## config.mk

```make
export PLATFORM = sky130hd
export DESIGN_NAME = addsub_accum
export DESIGN_NICKNAME = d
export VERILOG_FILES = /design/src/rtl/addsub_pkg.sv /design/src/rtl/addsub_in_reg.sv /design/src/rtl/addsub_core.sv /design/src/rtl/addsub_accum.sv
export SDC_FILE = /design/constraint.sdc
export NUM_CORES = 1
export LEC_CHECK = 0
export BUFFER_PORTS_ARGS = -buffer_cell sky130_fd_sc_hd__buf_2
export CORE_UTILIZATION = 30
export CTS_BUF_LIST = sky130_fd_sc_hd__clkbuf_2
export DETAILED_ROUTE_END_ITERATION = 10
export PLACE_DENSITY = 0.56
export SYNTH_ARGS = -nofsm -noshare
export SYNTH_HDL_FRONTEND = slang
export SYNTH_SLANG_ARGS = --single-unit
```

## constraint.sdc

```tcl
create_clock -name clk_i -period 6.1 [get_ports clk_i]
set_input_delay 0.915 -clock clk_i [delete_from_list [all_inputs] [get_ports clk_i]]
set_output_delay 0.915 -clock clk_i [all_outputs]
set_load 0.1 [all_outputs]
```

## src/rtl/addsub_pkg.sv

```systemverilog
package addsub_pkg;
  typedef struct packed {
    logic acc;
    logic sub;
  } ctrl_t;
endpackage

```

## src/rtl/addsub_in_reg.sv

```systemverilog
module addsub_in_reg
  import addsub_pkg::*;
#(
  parameter int W = 16
) (
  input  logic         clk_i,
  input  logic         rst_ni,
  input  logic [W-1:0] opa_i,
  input  logic [W-1:0] opb_i,
  input  ctrl_t        ctrl_i,
  output logic [W-1:0] a_q_o,
  output logic [W-1:0] b_q_o,
  output ctrl_t        ctrl_q_o
);
  always_ff @(posedge clk_i or negedge rst_ni) begin
    if (!rst_ni) begin
      a_q_o    <= '0;
      b_q_o    <= '0;
      ctrl_q_o <= '0;
    end else begin
      a_q_o    <= opa_i;
      b_q_o    <= opb_i;
      ctrl_q_o <= ctrl_i;
    end
  end

  assert_capture_R5: assert property (@(posedge clk_i) disable iff (!rst_ni)
    1'b1 |=> (a_q_o == $past(opa_i)) && (b_q_o == $past(opb_i)) && (ctrl_q_o == $past(ctrl_i)));
endmodule

```

## src/rtl/addsub_core.sv

```systemverilog
module addsub_core #(
  parameter int W = 16
) (
  input  logic [W-1:0] x_i,
  input  logic [W-1:0] y_i,
  input  logic         sub_i,
  output logic [W-1:0] sum_o,
  output logic         ovf_o
);
  logic [W:0] cy;
  assign cy[0] = sub_i;

  for (genvar i = 0; i < W; i++) begin : g_bit
    logic yb;
    assign yb       = y_i[i] ^ sub_i;
    assign sum_o[i] = x_i[i] ^ yb ^ cy[i];
    assign cy[i+1]  = (x_i[i] & yb) | (x_i[i] & cy[i]) | (yb & cy[i]);
  end

  // carry into sign bit differs from carry out of it
  assign ovf_o = cy[W] ^ cy[W-1];
endmodule

```

## src/rtl/addsub_accum.sv

```systemverilog
module addsub_accum
  import addsub_pkg::*;
#(
  parameter int W = 16
) (
  input  logic         clk_i,
  input  logic         rst_ni,
  input  logic [W-1:0] opa_i,
  input  logic [W-1:0] opb_i,
  input  logic         acc_i,
  input  logic         sub_i,
  output logic [W-1:0] res_o,
  output logic         ovf_o
);
  localparam int MSB = W - 1;

  logic [W-1:0] a_q, b_q, opx, sum;
  logic         ovf_c;
  ctrl_t        ctrl_in, ctrl_q;
  logic [W-1:0] res_q;
  logic         ovf_q;

  assign ctrl_in.acc = acc_i;
  assign ctrl_in.sub = sub_i;

  addsub_in_reg #(.W(W)) in_reg_i (
    .clk_i   (clk_i),
    .rst_ni  (rst_ni),
    .opa_i   (opa_i),
    .opb_i   (opb_i),
    .ctrl_i  (ctrl_in),
    .a_q_o   (a_q),
    .b_q_o   (b_q),
    .ctrl_q_o(ctrl_q)
  );

  assign opx = ctrl_q.acc ? res_q : a_q;

  addsub_core #(.W(W)) core_i (
    .x_i  (opx),
    .y_i  (b_q),
    .sub_i(ctrl_q.sub),
    .sum_o(sum),
    .ovf_o(ovf_c)
  );

  always_ff @(posedge clk_i or negedge rst_ni) begin
    if (!rst_ni) begin
      res_q <= '0;
      ovf_q <= 1'b0;
    end else begin
      res_q <= sum;
      ovf_q <= ovf_c;
    end
  end

  assign res_o = res_q;
  assign ovf_o = ovf_q;

  assert_add_R1: assert property (@(posedge clk_i) disable iff (!rst_ni)
    !ctrl_q.sub |=> res_q == ($past(opx) + $past(b_q)));

  assert_sub_R2: assert property (@(posedge clk_i) disable iff (!rst_ni)
    ctrl_q.sub |=> res_q == ($past(opx) - $past(b_q)));

  assert_no_overflow_R3: assert property (@(posedge clk_i) disable iff (!rst_ni)
    1'b1 |=> ovf_q == ($past(ctrl_q.sub)
      ? (($past(opx[MSB]) != $past(b_q[MSB])) && (res_q[MSB] != $past(opx[MSB])))
      : (($past(opx[MSB]) == $past(b_q[MSB])) && (res_q[MSB] != $past(opx[MSB])))));

  assert_acc_feedback_R4: assert property (@(posedge clk_i) disable iff (!rst_ni)
    (ctrl_q.acc && !ctrl_q.sub) |=> res_q == ($past(res_q) + $past(b_q)));

  assert_reset_clear_R6: assert property (@(posedge clk_i)
    !rst_ni |-> (res_q == '0) && !ovf_q && (a_q == '0) && (b_q == '0) && (ctrl_q == '0));
endmodule

```

==> impl_metrics.csv <==
group,metric,value,unit
synthesis,yosysSeqAreaShare,0.639,
synthesis,yosysUniqueCellTypes,10,
floorplanning,core_area,6390,um2
status,violations,"negative setup slack",
clock_network,cts_max_path_buffers,2,
layout,syn_to_final_growth,22.6,%
timing,setup_viol,2,
place,place.gp.congestion,0.679,
synthesis,synth_area,2000,um2
layout,drive_above_1_share,0.467,
routing,drt-vias-per-instance,3.97,
hold_path,whs_endpoint,"res_o[0]",
clock_network,ctsRootBufferMaster,"clkbuf_2",
run,maxCapViolations,0,
global_routing,grt_usage,0.105,
status,outcome,"finished with violations",
layout,fin_area,2450,um2
timing,fin_crit,6.15,ns
floorplanning,start_util,0.312,
floorplanning,row_count,29,
timing,fin_crit_sh,1.01,
routing,drc,0,
floorplanning,ioPinCount,53,
hold_path,hold_class,"register to register",
worst_setup_path,crit_type,"register to register",
synthesis,yosys.area.top_type,"dfrtp_1",
global_routing,grt_pass1_vias,1106,
synthesis,yosysWarnings,0,
worst_setup_path,critPathRequiredTime,6.46,ns
floorplanning,die_h,83.6,um
routing,drtPass1Iterations,3,
place,port_buffers,52,
routing,vias,1027,
clock_network,cts.clk_slew.worst_paths,0.23,ns
timing,setup-tns-final,-0.0540,ns
layout,antennaDiodeCount,0,
layout,finalNetCount,232,
synthesis,syn_nets,171,
synthesis,synthDominantCellAreaShare,0.639,
worst_setup_path,worstSetupEndpointType,"register",
worst_setup_path,crit_fanout,4,
timing,worstMarginPinSlew,0.630,ns
clock_network,worstSkewPairLatency,0.42,ns
pwr,power.ir.vdd_worst,0.000264,V
timing,grt_setup_unrepaired,"yes",
worst_setup_path,ff2ff_path_depth,20,
clock_network,cts_max_level,2,
routing,final_antenna_net_count,0,
floorplanning,die_x,83.6,um
routing,routed_wl,3.23,mm
worst_setup_path,arrival,6.51,ns
clock_network,cts_tree,"done",
timing,slew_headroom,0.580,
global_routing,grt_max_degree,52,
timing,fin_skew,0.00909,ns
synthesis,postSynthCellCount,120,
synthesis,ys_top_cells_by_area,"dfrtp_1, fa_1, mux2i_1",
global_routing,grt_overflow,0,
timing,finalHoldViolCount,0,
timing,finalMaxSlewViolations,0,
worst_setup_path,regToRegSetupSlack,-0.05,ns
global_routing,grt_pass1_wl,5.41,mm
timing,fmax,0.163,GHz
place,place_area,2400,um2
routing,drt_iter0_drc,41,
global_routing,antenna_found_initial,0,
hold_path,holdPathStages,1,
synthesis,ys_seq_elements,51,
routing,avgRoutedWirePerCell,12.5,um
hold_path,hp-start,"in_reg_i.b_q_o[0]",
clock_network,cts_buffers,5,
worst_setup_path,r2r_start,"in_reg_i.ctrl_q_o[1]",
timing,fin_hold_ws,0.511,ns
pwr,leakage,1.18,nW
clock_network,cts_sinks,51,
synthesis,avgSynthCellArea,16.6,um2
floorplanning,die-area,6980,um2
place,hpwl,2.39,mm
clock_network,post_cts_buffers,0,
worst_setup_path,rr_endpoint,"res_o[15]",
timing,worst_slack,-0.0532,ns
worst_setup_path,cp-start-kind,"register",
pwr,p_per_area,512,nW/um2
## state kept, by name, summed over array words and instances (netlist names)
signal	cells
in_reg_i.a_q_o	16
in_reg_i.b_q_o	16
res_o	16
in_reg_i.ctrl_q_o	2
ovf_o	1
## Yosys cell counts (all sizes together)
library cell,n
fa,15
dfrtp,51
xnor2,14
mux2,2
buf,4
xor2,3
inv,16
mux2i,15
## worst max-delay path, cell delays in order, from the launching register on
cell	delay (ns)
dfrtp_1	0.48
mux2_4	0.22
mux2i_1	0.08
fa_2	0.34
inv_2	0.06
fa_1	0.16
inv_1	0.05
fa_2	0.34
fa_2	0.35
fa_2	0.34
fa_2	0.34
fa_2	0.34
fa_2	0.34
fa_2	0.34
fa_2	0.34
fa_2	0.34
fa_2	0.35
fa_2	0.35
fa_2	0.36
fa_2	0.52
inv_1	0.03
## final cells by class
type | count | area [um2]
clock buffers | 7 | 35.0
clock inverters | 1 | 5.00
fillers | 624 | 3940
inverters | 16 | 60.1
multi-input cells | 49 | 661
flip-flops and latches | 51 | 1280
well taps | 77 | 96.3
repair buffers | 58 | 305
## stage by stage
step,power [mW],util,setup slack [ns],instances
final,1.25,0.383,-0.0532,259
after CTS,1.27,0.383,-0.0819,259
after detailed placement,1.14,0.376,-0.0826,251
after global placement,1.13,0.376,-0.0262,251
after floorplan,1.01,-,-0.128,120
after global routing,1.33,0.383,-0.212,259
## cell usage in the layout (no fill, tap or decap), types with 2 or more instances in the layout
master    count
clkbuf_2      7
dfrtp_1      49
dfrtp_4       2
xor2_1        3
buf_4         6
xnor2_1      14
mux2i_1      15
fa_2         14
buf_2        52
inv_1        15
## report_power, final
group | internal [mW] | switching [mW]
registers | 0.411 | 0.0344
logic | 0.134 | 0.542
clock network | 0.0313 | 0.101
total | 0.576 | 0.677
## logic make-up (layout without fill, tap and decap cells)
group                    count (synthesis)  count (layout)  synth area share
buffers and inverters                   20              82            0.0470
multiplexers                            17              17            0.0884
flip-flops                              51              51             0.639
XOR/XNOR                                17              17            0.0746
adder cells (fa/ha/maj)                 15              15             0.150
## per-layer routing
metal	GRT usage	wire length, um	vias to the layer above
met5	0	0	-
met4	0.0508	72	0
met3	0.0386	218	8
met2	0.152	1520	34
met1	0.141	1430	504
li1	-	-	481
## timing repair
item	4_1_cts	5_1_grt
gates resized for setup	1	0
hold buffers	0	0
setup endpoints to repair	2	2
pin swaps	1	1
## how the worst max path moves through the flow
stage | start | to | slack, ns
finish | in_reg_i.ctrl_q_o[1] | res_o[15] | -0.05
detailed placement | in_reg_i.ctrl_q_o[1] | ovf_o | -0.08
global placement | in_reg_i.ctrl_q_o[1] | ovf_o | -0.03
floorplan | res_o[0] | ovf_o | -0.13
global route | in_reg_i.ctrl_q_o[1] | res_o[15] | -0.21
CTS | in_reg_i.ctrl_q_o[1] | res_o[15] | -0.08
No activity file was read; power rests on OpenSTA's default activity.
